File: config.mk
export PLATFORM = sky130hd
export DESIGN_NAME = vel_capture_timer
export DESIGN_NICKNAME = d
export VERILOG_FILES = /design/src/rtl/vel_pkg.sv /design/src/rtl/vel_window_timer.sv /design/src/rtl/vel_pulse_counter.sv /design/src/rtl/vel_capture_compare.sv /design/src/rtl/vel_capture_timer.sv
export SDC_FILE = /design/constraint.sdc
export NUM_CORES = 1
export LEC_CHECK = 0
export BUFFER_PORTS_ARGS = -buffer_cell sky130_fd_sc_hd__buf_2
export CORE_ASPECT_RATIO = 0.5
export CORE_MARGIN = 3
export CORE_UTILIZATION = 55
export CTS_BUF_LIST = sky130_fd_sc_hd__clkbuf_4
export DETAILED_ROUTE_END_ITERATION = 12
export GPL_ROUTABILITY_DRIVEN = 0
export PLACE_DENSITY_LB_ADDON = 0.3
export SLEW_MARGIN = 20
export SYNTH_ARGS = -nofsm -noshare
export SYNTH_HDL_FRONTEND = slang
export SYNTH_HIERARCHICAL = 1
export SYNTH_SLANG_ARGS = --single-unit
export TNS_END_PERCENT = 30
File: constraint.sdc
create_clock -name clk -period 6.54 [get_ports clk]
set_input_delay 0 -clock clk [delete_from_list [all_inputs] [get_ports clk]]
set_output_delay 0 -clock clk [all_outputs]
set_load 0.05 [all_outputs]
File: src/rtl/vel_pkg.sv
package vel_pkg;
  // event pair produced at a window boundary
  typedef struct packed {
    logic done;
    logic slow;
  } vel_evt_t;

  // strict below-threshold test used at capture time
  function automatic logic below_thr(input logic [31:0] cnt, input logic [31:0] thr);
    return cnt < thr;
  endfunction
endpackage

File: src/rtl/vel_window_timer.sv
module vel_window_timer #(
  parameter int TMR_W = 16
) (
  input  logic             clk,
  input  logic             rst,
  input  logic             restart,
  input  logic [TMR_W-1:0] reload_in,
  output logic [TMR_W-1:0] tmr_q,
  output logic             wrap
);
  localparam logic [TMR_W-1:0] ONE = TMR_W'(1);

  // reload value in force for the current window
  logic [TMR_W-1:0] rel_q;

  assign wrap = (tmr_q == rel_q) && !restart;

  always_ff @(posedge clk) begin
    if (rst) begin
      tmr_q <= '0;
      rel_q <= reload_in;
    end else if (restart || wrap) begin
      tmr_q <= '0;
      rel_q <= reload_in;
    end else begin
      tmr_q <= tmr_q + ONE;
    end
  end
endmodule

File: src/rtl/vel_pulse_counter.sv
module vel_pulse_counter #(
  parameter int CNT_W = 16
) (
  input  logic             clk,
  input  logic             rst,
  input  logic             clear,
  input  logic             wrap,
  input  logic             pulse,
  input  logic             dir,
  output logic [CNT_W-1:0] cnt_q,
  output logic             dir_q,
  output logic             pevt_q
);
  localparam logic [CNT_W-1:0] CNT_MAX = '1;
  localparam logic [CNT_W-1:0] CNT_ONE = CNT_W'(1);

  logic take;
  assign take = pulse && !clear;

  always_ff @(posedge clk) begin
    if (rst) begin
      cnt_q  <= '0;
      dir_q  <= 1'b0;
      pevt_q <= 1'b0;
    end else begin
      pevt_q <= take;
      if (take) dir_q <= dir;
      if (clear)
        cnt_q <= '0;
      else if (wrap)
        cnt_q <= pulse ? CNT_ONE : '0;   // boundary strobe opens the new window
      else if (pulse && (cnt_q != CNT_MAX))
        cnt_q <= cnt_q + CNT_ONE;
    end
  end
endmodule

File: src/rtl/vel_capture_compare.sv
module vel_capture_compare
  import vel_pkg::*;
#(
  parameter int CNT_W = 16
) (
  input  logic             clk,
  input  logic             rst,
  input  logic             wrap,
  input  logic [CNT_W-1:0] cnt_in,
  input  logic             dir_in,
  input  logic [CNT_W-1:0] cmp_in,
  output logic [CNT_W-1:0] cap_q,
  output logic             cap_dir_q,
  output logic             done_q,
  output logic             slow_q
);
  vel_evt_t evt_d;

  always_comb begin
    evt_d.done = wrap;
    evt_d.slow = wrap && below_thr(32'(cnt_in), 32'(cmp_in));
  end

  always_ff @(posedge clk) begin
    if (rst) begin
      cap_q     <= '0;
      cap_dir_q <= 1'b0;
      done_q    <= 1'b0;
      slow_q    <= 1'b0;
    end else begin
      done_q <= evt_d.done;
      slow_q <= evt_d.slow;
      if (wrap) begin
        cap_q     <= cnt_in;
        cap_dir_q <= dir_in;
      end
    end
  end
endmodule

File: src/rtl/vel_capture_timer.sv
module vel_capture_timer #(
  parameter int TMR_W = 16,
  parameter int CNT_W = 16
) (
  input  logic             clk,
  input  logic             rst,
  input  logic             enc_pulse,
  input  logic             enc_dir,
  input  logic             vel_clear,
  input  logic [TMR_W-1:0] reload_val,
  input  logic [CNT_W-1:0] vel_cmp_val,
  output logic [TMR_W-1:0] timer_now,
  output logic [CNT_W-1:0] pulse_count_now,
  output logic [CNT_W-1:0] captured_count,
  output logic             captured_dir,
  output logic             window_done,
  output logic             slow_event,
  output logic             pulse_event
);
  logic             wrap;
  logic             last_dir;

  vel_window_timer #(.TMR_W(TMR_W)) u_timer (
    .clk       (clk),
    .rst       (rst),
    .restart   (vel_clear),
    .reload_in (reload_val),
    .tmr_q     (timer_now),
    .wrap      (wrap)
  );

  vel_pulse_counter #(.CNT_W(CNT_W)) u_count (
    .clk    (clk),
    .rst    (rst),
    .clear  (vel_clear),
    .wrap   (wrap),
    .pulse  (enc_pulse),
    .dir    (enc_dir),
    .cnt_q  (pulse_count_now),
    .dir_q  (last_dir),
    .pevt_q (pulse_event)
  );

  vel_capture_compare #(.CNT_W(CNT_W)) u_cap (
    .clk       (clk),
    .rst       (rst),
    .wrap      (wrap),
    .cnt_in    (pulse_count_now),
    .dir_in    (last_dir),
    .cmp_in    (vel_cmp_val),
    .cap_q     (captured_count),
    .cap_dir_q (captured_dir),
    .done_q    (window_done),
    .slow_q    (slow_event)
  );
endmodule

After elaboration in Yosys (flattened, before gate mapping)
Index checks and enable logic that the tools add are counted.

Add/sub/neg operators: 2. Magnitude comparators: 1. Div/mod/pow operators: 0. Shift operators: 0. Bitwise logic cells: 0. Multiply operators: 0. Reduce and logical (&&, ||, !) cells: 10. Muxes and demuxes: 5. Equality and inequality tests: 2.

Operators by type and width (count): $mux W16 (4); $add A16 B1 Y16 const B (2); $eq A16 B16 Y1 (1); $lt A16 B16 Y1 (1); $ne A16 B16 Y1 const B (1); $logic_and A1 B1 Y1 (4); $reduce_bool A2 Y1 (2); $reduce_or A2 Y1 (2); $logic_not A1 Y1 (1); $logic_or A1 B1 Y1 (1); $mux W1 (1).

Memories: 0. Output and inout bits: 52. Bits of input ports: 37. Bits in registers: 69. Word-level logic and storage cells: 29. ROM bits: 0. Memory bits (writable): 0. Bits in latches: 0.

Longest topological paths before layout
Depth in word-level cells: 5. Gate-level depth with buffers: 10.

Modules after synthesis
Netlist, hierarchy kept.

By module, submodules not included: vel_window_timer (sequential area each 800.8 µm², cells an instance 117, times used 1, area an instance 1398.8 µm²); vel_capture_compare (sequential area each 380.4 µm², cells an instance 109, times used 1, area an instance 1049.8 µm²); vel_pulse_counter (sequential area each 360.3 µm², cells an instance 110, times used 1, area an instance 939.7 µm²).

Worst setup path after synthesis
No wires, ideal clock.

Kind: reg2reg. Start: register u_timer.tmr_q[3]. End: register u_count.cnt_q[13]. Slack: 3560 ps. Arrival: 2859 ps. Stages on the path, launching flop included: 11. Path through: dfxtp_1 -> clkbuf_2 -> xnor2_1 -> nand4_1 -> nor4_4 -> nor2b_1 -> or3_1 -> clkbuf_1 -> clkbuf_1 -> nor2_1 -> mux2_2.

Word-level cells in the longest chain between the ends: 3.

Ends and longest elaborated chain: start: declaration (line vel_window_timer.sv:8) `output logic [TMR_W-1:0] tmr_q,`; start signal: assignment (line vel_window_timer.sv:26) `tmr_q <= tmr_q + ONE;`; $eq A16 B16 Y1 * (line vel_window_timer.sv:16) `assign wrap = (tmr_q == rel_q) && !restart;`; $logic_and A1 B1 Y1 * (line vel_window_timer.sv:16); via wrap (line vel_capture_timer.sv:20) `logic wrap;`; $mux W16 or $reduce_bool A2 Y1 (tied branches); end signal: assignment (line vel_pulse_counter.sv:31) `cnt_q <= pulse ? CNT_ONE : '0;`; end signal: assignment (line vel_pulse_counter.sv:33) `cnt_q <= cnt_q + CNT_ONE;`; end: declaration (line vel_pulse_counter.sv:10) `output logic [CNT_W-1:0] cnt_q,`.

Mark *: on every way through the listed nets, which the timed path passes. The rest lies on a longest branch. A chain may end at the register's enable or synchronous reset.

Worst setup path in the final report
Start: register u_timer.tmr_q[3]. End: register u_count.cnt_q[1].

The elaborated chain is that of the path after synthesis.

==> out/results.tsv <==
metric	value	unit
crit_slowest_cell	nor4_4	
stdcell_count	524	
wirelength	8.13	mm
core_region_area	5710	µm²
seqCellArea	1540	µm²
critPathLaunchType	register	
antenna_left	0	
fin_area	4250	µm²
critical_path_arrival	3.65	ns
syn_avg_cell_area	10.1	µm²
post-route-util	74.6	%
die_w	117	µm
cp-end-kind	register	
grt_pass1_wl	13.0	mm
firstDrtPassIters	6	
mostFrequentLayoutCells	buf_2 (88), dfxtp_1 (53), nor2_1 (28)	
vias_per_cell	5.76	
synth-edff-count	16	
final_common_cell	buf_2	
worst_pin_slew	0.930	ns
finalHoldViolations	0	
drc_errors	0	
status	finished clean	
synth-async-reset-ratio	0	%
maxCapViolCount	0	
cts_max_path_buffers	2	
clock_sinks	69	
max_freq	0.299	GHz
num_antenna_cells	0	
grt_max_degree	24	
fin_crit	3.34	ns
syn-cell-area	3390	µm²
syn_nets	390	
cts_resized	0	
setup_slack	3.20	ns
power_leakage	1.80	nW
root_buffer	clkbuf_4	
initial_core_util	59.4	%
routedWlPerCell	15.5	µm
setup-tns-final	0	ns
ioPinCount	89	
clock_latency	0.42	ns
die_h	61.5	µm
min_period_over_period	51.1	%
drive_gt1_share	27.1	%
yosysSeqAreaShare	45.5	%
cpPeakStageDelay	0.86	ns
areaGrowthSynthToFinish	25.6	%
finalMaxSlewViolations	0	
power.density	195	nW/µm²
numCtsBuffers	9	
hold_slack	0.0213	ns
ir_worst_vdd	148	µV
total_power	832	µW
synth_seq_cells	69	
pre_cts_ws	3.26	ns
htree_num_levels	3	
slew_headroom	37.5	%
rrSetupSlack	3.20	ns
final_net_count	500	
cts_tree	built	
holdCritPathClass	input port to register	
crit_fanout	23	
dp_hpwl	5.76	mm
ys.flop_type	dfxtp_1	
nFillCells	408	
yosysWarningCount	6	
clock-skew-final	0.00729	ns
postPlaceCellArea	3870	µm²
grt_pass1_vias	2880	
drt_iter0_markers	286	
dp_cells	486	
num_rows	19	
multi_input_area	1720	µm²
crit_chain	xnor2_1 -> nand4_1 -> nor4_4 -> nor2b_2 -> buf_4 -> or3_1 -> nor3_1 -> a41oi_1 -> nand3_1	
cp_data_required_time	6.85	ns
grt_usage	23.8	%
netlist_instances	336	
grt.overflow.total	0	
rsz0062_at_grt	false	
clk_pin_slew_worst_paths	0.12	ns
dieArea	7200	µm²
antenna_found_initial	0	
io_buffers	88	
yosysUniqueCellTypes	56	
setup_violations	0	
critical_path_class	register to register	
via_count	3017	
==> flip-flops by register name, indices dropped and copies added (netlist names) <==
name / flops
u_count/pevt_q: 1
u_count/dir_q: 1
u_timer/rel_q: 16
u_cap/slow_q: 1
u_cap/done_q: 1
u_cap/cap_q: 16
u_timer/tmr_q: 16
u_cap/cap_dir_q: 1
u_count/cnt_q: 16
==> cells in the mapped netlist (2+ instances only) <==
cell / n / area, µm²
nand2_1: 10 / 37.5
buf_1: 2 / 7.51
edfxtp_1: 16 / 480
nor2b_1: 2 / 12.5
a21o_1: 2 / 15.0
xnor2_1: 27 / 236
xor2_1: 2 / 17.5
inv_1: 18 / 67.6
or3_1: 4 / 25.0
nand3_1: 18 / 90.1
or4_4: 2 / 22.5
dfxtp_1: 53 / 1060
a211oi_1: 2 / 15.0
o31ai_1: 3 / 22.5
nor3_1: 23 / 115
o21ai_0: 4 / 20.0
and4_1: 2 / 17.5
a31oi_1: 3 / 18.8
nand4_4: 2 / 42.5
clkbuf_1: 5 / 18.8
nor4_1: 8 / 50.1
buf_2: 3 / 15.0
or4_1: 3 / 22.5
nand4_1: 12 / 75.1
a21oi_1: 12 / 60.1
nor2_1: 28 / 105
a211oi_2: 2 / 25.0
or2_2: 2 / 12.5
o31a_1: 2 / 17.5
and2_1: 2 / 12.5
o21a_1: 4 / 30.0
ha_1: 17 / 213
mux2i_1: 18 / 180
==> worst paths after layout <==
check	from	cells after the start	endpoint
worst min-delay path	vel_clear	4	u_count/cnt_q[0]$_SDFFE_PP0P_
worst max register to register	u_timer/tmr_q[3]$_SDFF_PP0_	9	u_count/cnt_q[1]$_SDFFE_PP0P_
worst max-delay path	u_timer/tmr_q[3]$_SDFF_PP0_	9	u_count/cnt_q[1]$_SDFFE_PP0P_
worst min register to register	u_cap/cap_q[5]$_SDFFE_PP0P_	2	u_cap/cap_q[5]$_SDFFE_PP0P_
==> cell type report <==
cell class                 instances  share of cell area [%]
multi-input combinational        236                    40.4
clock buffer                      10                    1.76
sequential                        69                    36.2
timing repair buffer             112                    15.9
inverter                          18                    1.59
clock inverter                     6                    2.03
tap                               73                    2.15
==> power by group <==
group          switching, mW  total, mW  internal [mW]
clock                  0.157      0.316          0.159
sequential           0.00675      0.454          0.448
combinational         0.0303     0.0611         0.0308
total                  0.194      0.832          0.638
==> critical path, delay by kind of cell (launching register included) <==
| kind | cells | cell delay (ns) |
|---|---|---|
| and+or+nand+nor | 6 | 1.99 |
| xor gates and xnor gates | 1 | 0.17 |
| AOI/OAI and AO/OA | 1 | 0.20 |
| buffers and inverters | 1 | 0.34 |
| DFF | 1 | 0.54 |
==> cell families (layout without fill, tap and decap cells) <==
family	after synthesis	count (layout)	share of synthesized area, %
AND/OR/NAND/NOR	129	129	22.3
XOR/XNOR	29	29	7.50
AO/OA/AOI/OAI	42	42	8.83
flip-flops	69	69	45.5
buffers and inverters	31	146	3.91
adder cells (fa/ha/maj)	17	17	6.28
multiplexers	19	19	5.65
==> per-layer routing <==
metal  share of wire (%)  vias up  global-route usage, %
li1                    -     1454                      -
met1                  41     1419                   28.3
met2                  50      124                   40.8
met3                 6.8       20                   7.95
met4                 2.0        0                   9.97
met5                   0        -                      0
==> timing repair <==
| item | CTS | global route |
|---|---|---|
| hold buffers | 22 | 0 |
| buffers inserted | 0 | 0 |
| setup endpoints to repair | 0 | 0 |
| endpoints found under the hold margin | 24 | 0 |
Note: power is estimated with default switching activity, not from simulation.
